<file path="src/rtl/ref_monitor_pkg.sv">
package ref_monitor_pkg;
  parameter int REF_PORTS = 2;

  typedef struct packed {
    logic                 fbEdge;
    logic [REF_PORTS-1:0] refEdge;
  } actStrobe_t;
endpackage

</file>
<file path="src/rtl/edge_capture.sv">
module edge_capture
  import ref_monitor_pkg::*;
#(
  parameter int SYNC_STAGES = 2
) (
  input  logic                 clk,
  input  logic                 rstN,
  input  logic                 fbClk,
  input  logic [REF_PORTS-1:0] refClk,
  output actStrobe_t           strobes
);
  localparam int CHAINS = REF_PORTS + 1;

  logic [CHAINS-1:0] rawIn;
  logic [CHAINS-1:0] synced;
  logic [CHAINS-1:0] lastSeen;

  assign rawIn = {fbClk, refClk};

  for (genvar c = 0; c < CHAINS; c++) begin : g_chain
    logic [SYNC_STAGES-1:0] stageQ;
    always_ff @(posedge clk or negedge rstN) begin
      if (!rstN) begin
        stageQ      <= '0;
        lastSeen[c] <= 1'b0;
      end else begin
        stageQ      <= {stageQ[SYNC_STAGES-2:0], rawIn[c]};
        lastSeen[c] <= stageQ[SYNC_STAGES-1];
      end
    end
    assign synced[c] = stageQ[SYNC_STAGES-1];
  end

  always_comb begin
    strobes.fbEdge  = synced[CHAINS-1] ^ lastSeen[CHAINS-1];
    strobes.refEdge = synced[REF_PORTS-1:0] ^ lastSeen[REF_PORTS-1:0];
  end
endmodule

</file>
<file path="src/rtl/miss_tracker.sv">
module miss_tracker
  import ref_monitor_pkg::*;
#(
  parameter int MISS_LIMIT = 3
) (
  input  logic                 clk,
  input  logic                 rstN,
  input  actStrobe_t           strobes,
  output logic [REF_PORTS-1:0] lossFlags
);
  localparam int CNT_W = $clog2(MISS_LIMIT + 1);
  localparam logic [CNT_W-1:0] LIMIT_V = CNT_W'(MISS_LIMIT);

  for (genvar p = 0; p < REF_PORTS; p++) begin : g_port
    logic [CNT_W-1:0] missCnt;
    logic             seenAct;
    logic             stepAct;
    logic [CNT_W-1:0] bumpCnt;

    assign stepAct = seenAct | strobes.refEdge[p];
    assign bumpCnt = (missCnt == LIMIT_V) ? missCnt : missCnt + 1'b1;

    always_ff @(posedge clk or negedge rstN) begin
      if (!rstN) begin
        missCnt      <= '0;
        seenAct      <= 1'b0;
        lossFlags[p] <= 1'b0;
      end else if (strobes.fbEdge) begin
        seenAct <= 1'b0;
        if (stepAct) begin
          missCnt      <= '0;
          lossFlags[p] <= 1'b0;
        end else begin
          missCnt      <= bumpCnt;
          lossFlags[p] <= (bumpCnt >= LIMIT_V);
        end
      end else if (strobes.refEdge[p]) begin
        seenAct <= 1'b1;
      end
    end


    cnt_sat_chk: assert property (@(posedge clk) disable iff (!rstN)
      missCnt <= LIMIT_V);


    flag_hold_chk: assert property (@(posedge clk) disable iff (!rstN)
      !strobes.fbEdge |=> $stable(lossFlags[p]));


    flag_clear_chk: assert property (@(posedge clk) disable iff (!rstN)
      $fell(lossFlags[p]) |-> $past(stepAct) && $past(strobes.fbEdge));


    flag_set_chk: assert property (@(posedge clk) disable iff (!rstN)
      $rose(lossFlags[p]) |-> missCnt == LIMIT_V);
  end
endmodule

</file>
<file path="src/rtl/ref_activity_monitor.sv">
module ref_activity_monitor
  import ref_monitor_pkg::*;
#(
  parameter int SYNC_STAGES = 2,
  parameter int MISS_LIMIT  = 3
) (
  input  logic                 clk,
  input  logic                 rstN,
  input  logic                 fbClk,
  input  logic [REF_PORTS-1:0] refClk,
  input  logic                 refSel,
  output logic                 lossOut
);
  actStrobe_t           strobes;
  logic [REF_PORTS-1:0] lossFlags;

  edge_capture #(.SYNC_STAGES(SYNC_STAGES)) u_capture (
    .clk    (clk),
    .rstN   (rstN),
    .fbClk  (fbClk),
    .refClk (refClk),
    .strobes(strobes)
  );

  miss_tracker #(.MISS_LIMIT(MISS_LIMIT)) u_tracker (
    .clk      (clk),
    .rstN     (rstN),
    .strobes  (strobes),
    .lossFlags(lossFlags)
  );

  assign lossOut = lossFlags[refSel];


  reset_clear_chk: assert property (@(posedge clk)
    !rstN |=> lossFlags == '0);
endmodule

</file>
<file path="config.mk">
export PLATFORM = sky130hd
export DESIGN_NAME = ref_activity_monitor
export DESIGN_NICKNAME = d
export VERILOG_FILES = /design/src/rtl/ref_monitor_pkg.sv /design/src/rtl/edge_capture.sv /design/src/rtl/miss_tracker.sv /design/src/rtl/ref_activity_monitor.sv
export SDC_FILE = /design/constraint.sdc
export NUM_CORES = 1
export LEC_CHECK = 0
export CAP_MARGIN = 5
export CORE_AREA = 2 2 39 41
export DETAILED_ROUTE_END_ITERATION = 8
export DIE_AREA = 0 0 41 43
export PLACE_DENSITY = 0.76
export SLEW_MARGIN = 20
export SYNTH_ARGS = -nofsm -noshare
export SYNTH_HDL_FRONTEND = slang
export SYNTH_SLANG_ARGS = --single-unit
</file>
<file path="constraint.sdc">
create_clock -name clk -period 1.45 [get_ports clk]
set_input_delay 0.29 -clock clk [delete_from_list [all_inputs] [get_ports clk]]
set_output_delay 0.29 -clock clk [all_outputs]
set_load 0.005 [all_outputs]
</file>
==> run summary, run 1 <==
Mapped Cells -> 42
Reg clk slew, reported paths -> 100 ps
Layout area overhead -> 19.2%
Final Hold Violating Endpoints -> 0
IO buf count -> 6
Clock Path Buffers -> 2
unrepaired setup endpoints after global routing -> no
critical path capture point type -> output port
root buffer cell -> clkbuf_4
Worst Path Required -> 1160 ps
clock latency on the worst-skew pair -> 290 ps
DRT Wirelength -> 726 um
Worst-Margin Slew -> 365 ps
Vias -> 315
clock skew -> 6.63 ps
Arr. time, crit path -> 1050 ps
max-cap viol count -> 0
Vias per Instance -> 4.57
pre-CTS WS -> -356 ps
Post-Syn Area -> 579 um^2
Final nets -> 60
Starting Density -> 0.419
Cell Area, Placed -> 667 um^2
layout cells sized above 1 -> 0.151
Die ar. -> 1760 um^2
CTS sink count -> 17
syn nets -> 48
Lkg Pwr -> 0.000305 uW
commonest non-fill, non-tap cell in the layout -> dfrtp_1
status -> complete, no violations
Pwr Total -> 924 uW
GP Congestion -> 0.674
postcts setup bufs -> 0
Finished Cell Area -> 691 um^2
Num CTS Buffers -> 3
die width -> 41 um
core area -> 1380 um^2
Die Y -> 43 um
class of the worst hold path -> in2async
n_diodes -> 0
ANT nets after route -> 0
most frequent cells in the layout -> dfrtp_1, a21oi_1, nand2_1, clkdlybuf4s50_1
WL/cell -> 10.5 um
sequential element share of the synthesized area -> 0.734
vias in the first global route -> 354
first-pass GRT wire length -> 1360 um
critical path peak fanout -> 2
final worst path period share -> 0.927
CTS tree -> built
Seq cells post-synth -> 17
initial antenna violation count -> 0
grt ovf -> 0
H-tree Lvls -> 1
VDD IR max -> 0.708 mV
largest net degree at the start of global routing -> 18
Slew Limit Fails -> 0
Ys Warns -> 0
starting DRC count in detailed routing -> 4
slew margin rel. -> 0.756
DP HPWL -> 551 um
Avg Cell Area, Syn -> 13.8 um^2
DRC violations left -> 0
CP Launch Type -> register
IO Pins -> 7
Layout fillers -> 125
GRT Total Usage -> 0.119
Site Rows -> 14
fmax -> 0.744 GHz
clock period minus worst slack -> 1340 ps
1st-pass router iterations -> 2
Netlist cell types -> 12
worst setup margin -> 106 ps
kind of critical path -> reg2out
PD cells -> 1340 nW/um^2
final setup vio count -> 0
-- per-stage QoR --
step,utilization,hold slack [ps],TNS [ps],instances
floorplan,-,-5.59,0,42
CTS,0.499,311,0,69
global route,0.499,326,0,69
finish,0.499,306,0,69
global placement,0.482,334,-344,65
detailed placement,0.482,339,-356,65
-- synthesized netlist by cell type --
cell type,instances,area (um^2)
a21oi_1,4,20.0
and2_1,2,12.5
dfrtp_1,17,425
inv_1,2,7.51
mux2_2,1,11.3
nand2_1,4,15.0
nand2b_1,2,12.5
o21ai_0,2,10.0
o21ai_1,2,10.0
o22ai_1,2,12.5
xnor2_1,3,26.3
xor2_2,1,16.3
-- layer usage --
layer  vias up  global-route usage  wire, um
met5         -                   0         0
met4         0              0.0800        15
met3         2              0.0314        36
met2         9               0.175       335
met1       145               0.147       338
li1        159                   -         -
-- worst max-delay path, stage by stage (launching register included) --
cell and delay, ps:
dfrtp_1 390, mux2_2 250, buf_2 120
-- layout make-up --
class                           count  area [um^2]  area share
Timing Repair Buffer                7         61.3      0.0888
Inverter                            2         7.51      0.0109
Clock buffer                        3         22.5      0.0326
Multi-Input combinational cell     23          146       0.212
Tap cell                           16         20.0      0.0290
Sequential cell                    17          425       0.616
Clock inverter                      1         7.51      0.0109
-- power breakdown --
| part | total (uW) | switching (uW) | leakage (uW) | internal, uW |
|---|---|---|---|---|
| registers | 558 | 29.4 | 0.000210 | 528 |
| clock network | 252 | 147 | 0.0000139 | 105 |
| logic | 114 | 57.7 | 0.0000814 | 56.1 |
| total | 924 | 234 | 0.000305 | 689 |
-- flip-flops by register name (all words and copies together), names as in the netlist --
signal,count
u_tracker.g_port.seenAct,2
u_tracker.lossFlags,2
u_tracker.g_port.missCnt,4
u_capture.lastSeen,3
u_capture.g_chain.stageQ,6
-- cells by family (layout without fill, tap and decap cells) --
| group | Yosys count | count (layout) | share of synthesized area |
|---|---|---|---|
| simple gates | 8 | 8 | 0.0691 |
| buf+inv | 2 | 13 | 0.0130 |
| mux | 1 | 1 | 0.0194 |
| flops | 17 | 17 | 0.734 |
| xor+xnor | 4 | 4 | 0.0735 |
| compound gates | 10 | 10 | 0.0907 |
-- path summary, 6_finish.rpt --
path	start	to	cells past startpoint	slack, ps
worst min register to register	u_capture.g_chain[2].stageQ[0]	u_capture.g_chain[2].stageQ[1]	0	360
worst max register to register	u_capture.lastSeen[2]	u_tracker.g_port[1].missCnt[0]	3	330
max in group asynchronous	rstN	u_capture.g_chain[2].stageQ[0]	2	960
worst max-delay path	u_tracker.lossFlags[1]	lossOut	2	110
min in group clk	u_capture.g_chain[2].stageQ[0]	u_capture.g_chain[2].stageQ[1]	0	360
worst min-delay path	rstN	u_capture.lastSeen[0]	2	310
-- timing repair --
action | 4_1_cts | 5_1_grt
resized for setup | 5 | 0
endpoints found under the setup margin | 1 | 0
hold buffers | 0 | 0
Power figures use the tool's default switching activity.
==> run 2, diff against run 1 <==
--- a/config.mk
+++ b/config.mk
@@ -6,10 +6,11 @@
 export NUM_CORES = 1
 export LEC_CHECK = 0
 export CAP_MARGIN = 5
-export CORE_AREA = 2 2 39 41
+export CORE_MARGIN = 2
+export CORE_UTILIZATION = 42
+export CTS_BUF_LIST = sky130_fd_sc_hd__clkbuf_16
 export DETAILED_ROUTE_END_ITERATION = 8
-export DIE_AREA = 0 0 41 43
-export PLACE_DENSITY = 0.76
+export PLACE_DENSITY = 0.74
 export SLEW_MARGIN = 20
 export SYNTH_ARGS = -nofsm -noshare
 export SYNTH_HDL_FRONTEND = slang
==> run 2 against run 1 <==
Effect of this change: sequential share of layout area down 4.0 points; routed wire length grew 16%; maximum frequency rose by 4.4%; combinational power barely moved; critical endpoint unchanged; largest power group unchanged.
==> run summary, run 2 (synthesized netlist as in run 1, its figures left out) <==
status -> complete, no violations (unchanged)
commonest non-fill, non-tap cell in the layout -> dfrtp_1 (unchanged)
IO Pins -> 7 (unchanged)
PD cells -> 1650 nW/um^2 (was 1340 nW/um^2)
final setup vio count -> 0 (unchanged)
IO buf count -> 6 (unchanged)
worst setup margin -> 163 ps (was 106 ps)
Reg clk slew, reported paths -> 50 ps (was 100 ps)
Site Rows -> 13 (was 14)
initial antenna violation count -> 0 (unchanged)
Starting Density -> 0.445 (was 0.419)
largest net degree at the start of global routing -> 18 (unchanged)
clock skew -> 5.07 ps (was 6.63 ps)
Vias -> 329 (was 315)
Final nets -> 60 (unchanged)
most frequent cells in the layout -> dfrtp_1, a21oi_1, nand2_1, clkdlybuf4s50_1 (unchanged)
Worst-Margin Slew -> 421 ps (was 365 ps)
max-cap viol count -> 0 (unchanged)
Die Y -> 41.1 um (was 43 um)
Final Hold Violating Endpoints -> 0 (unchanged)
H-tree Lvls -> 1 (unchanged)
Clock Path Buffers -> 2 (unchanged)
Die ar. -> 1690 um^2 (was 1760 um^2)
Lkg Pwr -> 0.000333 uW (was 0.000305 uW)
final core utilization -> 0.567 (was 0.499)
first-pass GRT wire length -> 1320 um (was 1360 um)
class of the worst hold path -> reg2reg (was in2async)
DP HPWL -> 553 um (was 551 um)
core area -> 1300 um^2 (was 1380 um^2)
CP Launch Type -> register (unchanged)
Worst Path Required -> 1160 ps (about the same)
critical path peak fanout -> 2 (unchanged)
GRT Total Usage -> 0.137 (was 0.119)
CTS sink count -> 17 (unchanged)
clock period minus worst slack -> 1290 ps (was 1340 ps)
biggest regs -> u_capture.g_chain.stageQ: 6 flops, u_tracker.g_port.missCnt: 4 flops, u_capture.lastSeen: 3 flops (unchanged)
DRT Wirelength -> 844 um (was 726 um)
DRC violations left -> 0 (unchanged)
WL/cell -> 12.4 um (was 10.5 um)
Vias per Instance -> 4.84 (was 4.57)
pre-CTS WS -> -367 ps (was -356 ps)
max reg flops -> 6 (unchanged)
Slew Limit Fails -> 0 (unchanged)
layout cells sized above 1 -> 0.132 (was 0.151)
die width -> 41.1 um (was 41 um)
starting DRC count in detailed routing -> 1 (was 4)
fmax -> 0.777 GHz (was 0.744 GHz)
PostCTS Resize Cnt -> 5 (unchanged)
kind of critical path -> reg2out (unchanged)
VDD IR max -> 0.810 mV (was 0.708 mV)
GP Congestion -> 0.711 (was 0.674)
1st-pass router iterations -> 4 (was 2)
Layout fillers -> 112 (was 125)
CTS tree -> built (unchanged)
Hold-fix buffers, CTS -> 0 (unchanged)
root buffer cell -> clkbuf_16 (was clkbuf_4)
critical path capture point type -> output port (unchanged)
n_diodes -> 0 (unchanged)
Top reg by flops -> u_capture.g_chain.stageQ (unchanged)
final worst path period share -> 0.888 (was 0.927)
grt ovf -> 0 (unchanged)
Arr. time, crit path -> 1000 ps (was 1050 ps)
ANT nets after route -> 0 (unchanged)
clock latency on the worst-skew pair -> 250 ps (was 290 ps)
Num CTS Buffers -> 3 (unchanged)
Layout area overhead -> 27.4% (was 19.2%)
unrepaired setup endpoints after global routing -> no (unchanged)
hold_ws -> 344 ps (was 306 ps)
vias in the first global route -> 305 (was 354)
postcts setup bufs -> 0 (unchanged)
slew margin rel. -> 0.719 (was 0.756)
run 2: changes by cell type in the layout (fill, tap and decap cells not counted):
cell / before / now
clkbuf_16: 0 / 3
clkbuf_4: 3 / 0
clkinvlp_4: 1 / 0
inv_1: 2 / 3
run 2: final cells by class:
cell class                      instances  area [um^2]  share of cell area
Tap cell                               15         18.8              0.0254
Sequential cell                        17          425               0.576
Clock inverter                          1         3.75             0.00508
Multi-Input combinational cell         23          146               0.198
Clock buffer                            3         75.1               0.102
Inverter                                2         7.51              0.0102
Timing Repair Buffer                    7         61.3              0.0831
run 2: path summary, 6_finish.rpt:
| kind | from | end | slack, ps | cells past startpoint |
|---|---|---|---|---|
| setup / recovery | u_tracker.lossFlags[0] | lossOut | 160 | 2 |
| hold / removal | u_capture.g_chain[0].stageQ[0] | u_capture.g_chain[0].stageQ[1] | 340 | 0 |
| setup reg to reg | u_capture.lastSeen[2] | u_tracker.g_port[0].missCnt[0] | 260 | 3 |
| hold reg to reg | u_capture.g_chain[0].stageQ[0] | u_capture.g_chain[0].stageQ[1] | 340 | 0 |
| max in group asynchronous | rstN | u_capture.g_chain[0].stageQ[1] | 910 | 2 |
| min in group asynchronous | rstN | u_tracker.lossFlags[0] | 350 | 2 |
run 2: routing by layer:
metal  wire [um]  vias up  GRT usage
met5           0        -          0
met4          39        0      0.121
met3          47        5     0.0489
met2         383       10      0.207
met1         374      157      0.151
li1            -      157          -
run 2: critical path, stage by stage, from the launching register on:
cell and delay, ps:
dfrtp_1 370, mux2_2 250, buf_2 120
run 2: per-stage QoR:
step	std cells	TNS [ps]	total power [uW]	area, um^2
floorplan	42	0	636	579
CTS	68	0	1230	738
detailed placement	64	-367	691	666
global placement	64	-376	680	666
finish	68	0	1220	738
global route	68	0	1270	738
run 2: power breakdown:
| part | leakage [uW] | internal, uW | total (uW) | switching, uW |
|---|---|---|---|---|
| registers | 0.000210 | 530 | 563 | 32.1 |
| clock network | 0.0000423 | 366 | 539 | 174 |
| logic | 0.0000814 | 56.1 | 117 | 60.5 |
